`src/rtl/tsc_pkg.sv`:
```
package tsc_pkg;

    // Dual-rail signal: t is the true rail, f the false rail.
    typedef struct packed {
        logic t;
        logic f;
    } rail_t;

    localparam rail_t RAIL_ZERO  = '{t: 1'b0, f: 1'b1};
    localparam int    LEAF_LINES = 10;
    localparam int    NODE_LINES = 2;

    // Replace a line by the stuck value when its mask bit is set.
    function automatic logic pin_line(input logic x, input logic m, input logic v);
        return m ? v : x;
    endfunction

    function automatic logic is_code(input rail_t r);
        return r.t ^ r.f;
    endfunction

    function automatic int line_count(input int w);
        return LEAF_LINES * w + NODE_LINES * (w - 1);
    endfunction

endpackage

```
`src/rtl/tsc_fault_sel.sv`:
```
module tsc_fault_sel #(
    parameter int LINES = 94,
    parameter int LW    = 7
) (
    input  logic             en_i,
    input  logic [LW-1:0]    line_i,
    output logic [LINES-1:0] mask_o
);
    // One comparator per line; indices at or above LINES match nothing.
    for (genvar i = 0; i < LINES; i++) begin : g_dec
        assign mask_o[i] = en_i && (line_i == LW'(i));
    end
endmodule

```
`src/rtl/tsc_leaf_cell.sv`:
```
module tsc_leaf_cell
    import tsc_pkg::*;
(
    input  logic                  a_i,
    input  logic                  b_i,
    input  logic [LEAF_LINES-1:0] sa_mask_i,
    input  logic                  sa_val_i,
    output rail_t                 res_o
);
    logic at, af, bt, bf;
    logic p_tf, p_ft, p_tt, p_ff;

    always_comb begin
        at   = pin_line(a_i,  sa_mask_i[0], sa_val_i);
        af   = pin_line(~a_i, sa_mask_i[1], sa_val_i);
        bt   = pin_line(b_i,  sa_mask_i[2], sa_val_i);
        bf   = pin_line(~b_i, sa_mask_i[3], sa_val_i);
        p_tf = pin_line(at & bf, sa_mask_i[4], sa_val_i);
        p_ft = pin_line(af & bt, sa_mask_i[5], sa_val_i);
        p_tt = pin_line(at & bt, sa_mask_i[6], sa_val_i);
        p_ff = pin_line(af & bf, sa_mask_i[7], sa_val_i);
        res_o.t = pin_line(p_tf | p_ft, sa_mask_i[8], sa_val_i);
        res_o.f = pin_line(p_tt | p_ff, sa_mask_i[9], sa_val_i);
    end

    always_comb begin
        if (sa_mask_i == '0) begin
            AST_LEAF_CORRECT: assert (is_code(res_o) && (res_o.t == (a_i ^ b_i)));
        end
    end
endmodule

```
`src/rtl/tsc_merge_cell.sv`:
```
module tsc_merge_cell
    import tsc_pkg::*;
(
    input  rail_t                 x_i,
    input  rail_t                 y_i,
    input  logic [NODE_LINES-1:0] sa_mask_i,
    input  logic                  sa_val_i,
    output rail_t                 z_o
);
    // Dual-rail OR: true rails are ORed, false rails are ANDed.
    always_comb begin
        z_o.t = pin_line(x_i.t | y_i.t, sa_mask_i[0], sa_val_i);
        z_o.f = pin_line(x_i.f & y_i.f, sa_mask_i[1], sa_val_i);
    end

    always_comb begin
        if (sa_mask_i == '0 && ((!is_code(x_i) && y_i == RAIL_ZERO) ||
                                (!is_code(y_i) && x_i == RAIL_ZERO))) begin
            AST_NONCODE_PASSES: assert (!is_code(z_o));
        end
    end
endmodule

```
`src/rtl/tsc_eq_tree.sv`:
```
module tsc_eq_tree
    import tsc_pkg::*;
#(
    parameter  int W     = 8,
    localparam int LINES = line_count(W),
    localparam int LW    = $clog2(LINES + 1)
) (
    input  logic          clk_i,
    input  logic          rst_i,
    input  logic [W-1:0]  a_i,
    input  logic [W-1:0]  b_i,
    input  logic          inj_en_i,
    input  logic [LW-1:0] inj_line_i,
    input  logic          inj_val_i,
    output logic [1:0]    rails_o,
    output logic          mismatch_o,
    output logic          fault_o
);
    localparam int NODES     = W - 1;
    localparam int NODE_BASE = LEAF_LINES * W;
    localparam int ROOT      = 2 * W - 2;

    logic [LINES-1:0] mask;
    rail_t            tr [2*W-1];
    rail_t            rails_q;

    tsc_fault_sel #(.LINES(LINES), .LW(LW)) u_sel (
        .en_i   (inj_en_i),
        .line_i (inj_line_i),
        .mask_o (mask)
    );

    for (genvar k = 0; k < W; k++) begin : g_leaf
        tsc_leaf_cell u_leaf (
            .a_i       (a_i[k]),
            .b_i       (b_i[k]),
            .sa_mask_i (mask[LEAF_LINES*k +: LEAF_LINES]),
            .sa_val_i  (inj_val_i),
            .res_o     (tr[k])
        );
    end

    for (genvar j = 0; j < NODES; j++) begin : g_node
        tsc_merge_cell u_node (
            .x_i       (tr[2*j]),
            .y_i       (tr[2*j+1]),
            .sa_mask_i (mask[NODE_BASE + NODE_LINES*j +: NODE_LINES]),
            .sa_val_i  (inj_val_i),
            .z_o       (tr[W+j])
        );
    end

    always_ff @(posedge clk_i) begin
        if (rst_i) rails_q <= RAIL_ZERO;
        else       rails_q <= tr[ROOT];
    end

    assign rails_o    = rails_q;
    assign mismatch_o = rails_q.t;
    assign fault_o    = (rails_q.t == rails_q.f);

    AST_RESET_VALUE: assert property (@(posedge clk_i)
        rst_i |=> (rails_o == 2'b01 && !fault_o && !mismatch_o));

    AST_CLEAN_CODE: assert property (@(posedge clk_i) disable iff (rst_i)
        !inj_en_i |=> (!fault_o && mismatch_o == $past(a_i != b_i)));

    AST_FAULT_SECURE: assert property (@(posedge clk_i) disable iff (rst_i)
        1'b1 |=> (fault_o || mismatch_o == $past(a_i != b_i)));

    AST_OUT_OF_RANGE: assert property (@(posedge clk_i) disable iff (rst_i)
        (int'(inj_line_i) >= LINES) |=> (!fault_o && mismatch_o == $past(a_i != b_i)));
endmodule

```
`config.mk`:
```
export PLATFORM = sky130hd
export DESIGN_NAME = tsc_eq_tree
export DESIGN_NICKNAME = d
export VERILOG_FILES = /design/src/rtl/tsc_pkg.sv /design/src/rtl/tsc_fault_sel.sv /design/src/rtl/tsc_leaf_cell.sv /design/src/rtl/tsc_merge_cell.sv /design/src/rtl/tsc_eq_tree.sv
export SDC_FILE = /design/constraint.sdc
export NUM_CORES = 1
export LEC_CHECK = 0
export BUFFER_PORTS_ARGS = -buffer_cell sky130_fd_sc_hd__buf_2
export CAP_MARGIN = 5
export CORE_MARGIN = 2
export CORE_UTILIZATION = 30
export DETAILED_ROUTE_END_ITERATION = 12
export PLACE_DENSITY = 0.52
export SETUP_SLACK_MARGIN = 0.02
export SLEW_MARGIN = 20
export SYNTH_ARGS = -nofsm -noshare
export SYNTH_HDL_FRONTEND = slang
export SYNTH_HIERARCHICAL = 1
export SYNTH_SLANG_ARGS = --single-unit
```
`constraint.sdc`:
```
create_clock -name clk_i -period 4.9 [get_ports clk_i]
set_input_delay 0 -clock clk_i [delete_from_list [all_inputs] [get_ports clk_i]]
set_output_delay 0 -clock clk_i [all_outputs]
set_load 0.02 [all_outputs]
```
==> impl_metrics.json <==
{
  "status": "finished, final reports clean",
  "antenna_found_initial": 0,
  "vdd_drop_max_v": 0.0000519,
  "dieWidth_um": 89.3,
  "synth_top_area_frac": 0.206,
  "clock-sinks": 2,
  "pwr-share-seq": 0.087,
  "drc": 0,
  "timing.slew.headroom": 0.326,
  "numCtsBuffers": 3,
  "syn_avg_cell_area_um2": 6.42,
  "cp-start-kind": "primary input",
  "cts_tree": "done",
  "holdCritPathClass": "in -> reg",
  "dp_hpwl_mm": 4.94,
  "drt_pre_antenna_iters": 4,
  "synth_top_area_cell": "nor2_1",
  "finalSetupViolations": 0,
  "end_kind": "register",
  "cts_buffer_depth": 2,
  "power_density_mw_per_mm2": 86.9,
  "fp-row-count": 31,
  "start_util": 0.306,
  "postCtsSetupRepairBufs": 0,
  "ff_latch_area_um2": 40.0,
  "synth_nets": 367,
  "p_switching_uw": 87.3,
  "diodes": 0,
  "port_buffers": 30,
  "maxCapViolCount": 0,
  "grt_usage": 0.163,
  "placed_area_mm2": 0.00234,
  "place_congestion": 0.851,
  "die_h_um": 89.3,
  "final_common_cell": "nor2_1",
  "drive_above_1_share": 0.289,
  "gr-total-overflow": 0,
  "dp.cells": 448,
  "clkTransAtPathRegs_ns": 0.03,
  "cp_cell_sequence": "buf_2, nand4bb_1, nor2_1, mux2_4, o2111ai_2, o211ai_2, nor2_1, o21ai_1, nor2_1, o21ai_1, nor2_1, o21ai_1, and2b_2",
  "netlist_area_mm2": 0.00218,
  "grt_pass1_wl_mm": 10.6,
  "cpMostUsedCell": "nor2_1",
  "p_int_uw": 120,
  "root_buffer": "clkbuf_8",
  "crit_type": "in -> reg",
  "finalHoldViolCount": 0,
  "cp_slowest_cell": "nand4bb_1",
  "crit_required_ns": 5.00,
  "nNetsFinal": 382,
  "period_minus_slack_ns": 2.34,
  "clock.fmax_ghz": 0.427,
  "synth.yosys.seq_area_share": 0.0183,
  "coreArea_mm2": 0.00714,
  "ys_top_cells_by_area": "nor2_1 21%, o211ai_2 9.2%, nand4bb_1 6.2%",
  "worstPathArrival_ns": 2.44,
  "fillers": 809,
  "clockPowerShare": 0.311,
  "pre_cts_ws_ns": 2.40,
  "grt_pass1_vias": 2187,
  "cp_max_fo": 16,
  "stdcell_count": 452,
  "post-route-cell-area_mm2": 0.00239,
  "swShare": 0.420,
  "layout_common_cells": "120 x nor2_1, 30 x nand2_1, 30 x buf_2",
  "min_period_over_period": 0.478,
  "max_stage_delay_ns": 0.67,
  "cellLeakagePower_nw": 0.771,
  "syn2layout_area_growth_pct": 9.52,
  "rsz0062_at_grt": "false",
  "combinationalPowerShare": 0.602,
  "drtAntennaViolNets": 0,
  "grt_max_degree": 63,
  "wire_per_inst_um": 14.1,
  "multi_input_area_mm2": 0.00199,
  "tightest_slew_ns": 1.01,
  "vias": 2445,
  "synthCells": 340,
  "h-tree-depth": 1,
  "worst_slack_ns": 2.56,
  "vias_per_cell": 5.41,
  "dieArea_mm2": 0.00797,
  "synth-seq-cells": 2,
  "setup_tns_ns": 0,
  "synth.distinct_cells": 31,
  "wl_mm": 6.37,
  "yosys_warnings": 6,
  "drt_iter0_markers": 226,
  "io_pins": 31,
  "slew_viol_final": 0
}
power by group through the flow:
stage                     clock [mW]  sequential, mW  combinational (mW)
after global placement             0          0.0183               0.124
after CTS                     0.0657          0.0181               0.125
after detailed placement           0          0.0183               0.124
after floorplan                    0          0.0195              0.0885
after global routing          0.0672          0.0183               0.138
final                         0.0646          0.0181               0.125
metal layers:
metal  up-vias  GRT usage  wire (um)
met3         6    0.00923        328
li1       1253          -          -
met4         0     0.0244         25
met5         -          0          0
met1      1123      0.235       2970
met2        63      0.273       3040
worst paths after layout:
| kind | from | endpoint | slack [ns] | depth (start not counted) |
|---|---|---|---|---|
| hold / removal | inj_line_i[6] | rails_o[0] | 0.52 | 5 |
| setup / recovery | inj_line_i[6] | mismatch_o | 2.56 | 13 |
repair_timing:
action | in CTS | in global routing
gates resized for setup | 0 | 0
hold endpoints to repair | 1 | 0
hold buffers | 1 | 0
synth_stat cells (all sizes together):
| library cell | count |
|---|---|
| inv | 8 |
| o31ai | 16 |
| nand3 | 8 |
| nand2b | 12 |
| o21ai | 14 |
| dfxtp | 2 |
| nand4bb | 12 |
| a21oi | 8 |
| nand4b | 7 |
| or2 | 1 |
| nor2 | 130 |
| or4b | 7 |
| clkbuf | 14 |
| or4 | 1 |
| mux2 | 16 |
| nor3 | 11 |
| o211ai | 24 |
| and2b | 1 |
| nand4 | 2 |
| nand2 | 30 |
| xnor2 | 1 |
| o2111ai | 8 |
| buf | 7 |
cell families (layout without fill, tap and decap cells):
logic type | Yosys count | in the layout | synth area share
flops | 2 | 2 | 0.0183
mux | 16 | 16 | 0.0963
buf+inv | 29 | 42 | 0.0677
compound gates | 70 | 70 | 0.280
simple gates | 222 | 222 | 0.534
xor+xnor | 1 | 1 | 0.00401
critical path, delay by kind of cell:
kind            cells  cell delay (ns)
simple gates        6             1.55
compound gates      5             0.40
mux                 1             0.34
buf+inv             1             0.16
cell type report:
cell class / count / area share
Multi-Input combinational cell: 309 / 0.835
Timing Repair Buffer: 31 / 0.0670
Tap cell: 99 / 0.0518
Clock buffer: 3 / 0.0173
Sequential cell: 2 / 0.0168
Inverter: 8 / 0.0126
stage by stage:
stage	hold WS, ns	utilization	power [mW]
after floorplan	0.0971	-	0.108
after global placement	0.203	0.328	0.142
after detailed placement	0.199	0.328	0.142
after CTS	0.508	0.335	0.209
after global routing	0.557	0.335	0.223
final	0.524	0.335	0.208
sequential cells by signal, indices dropped and copies added (netlist names):
signal	flops
mismatch_o	1
rails_o	1
Power figures use the tool's default switching activity.
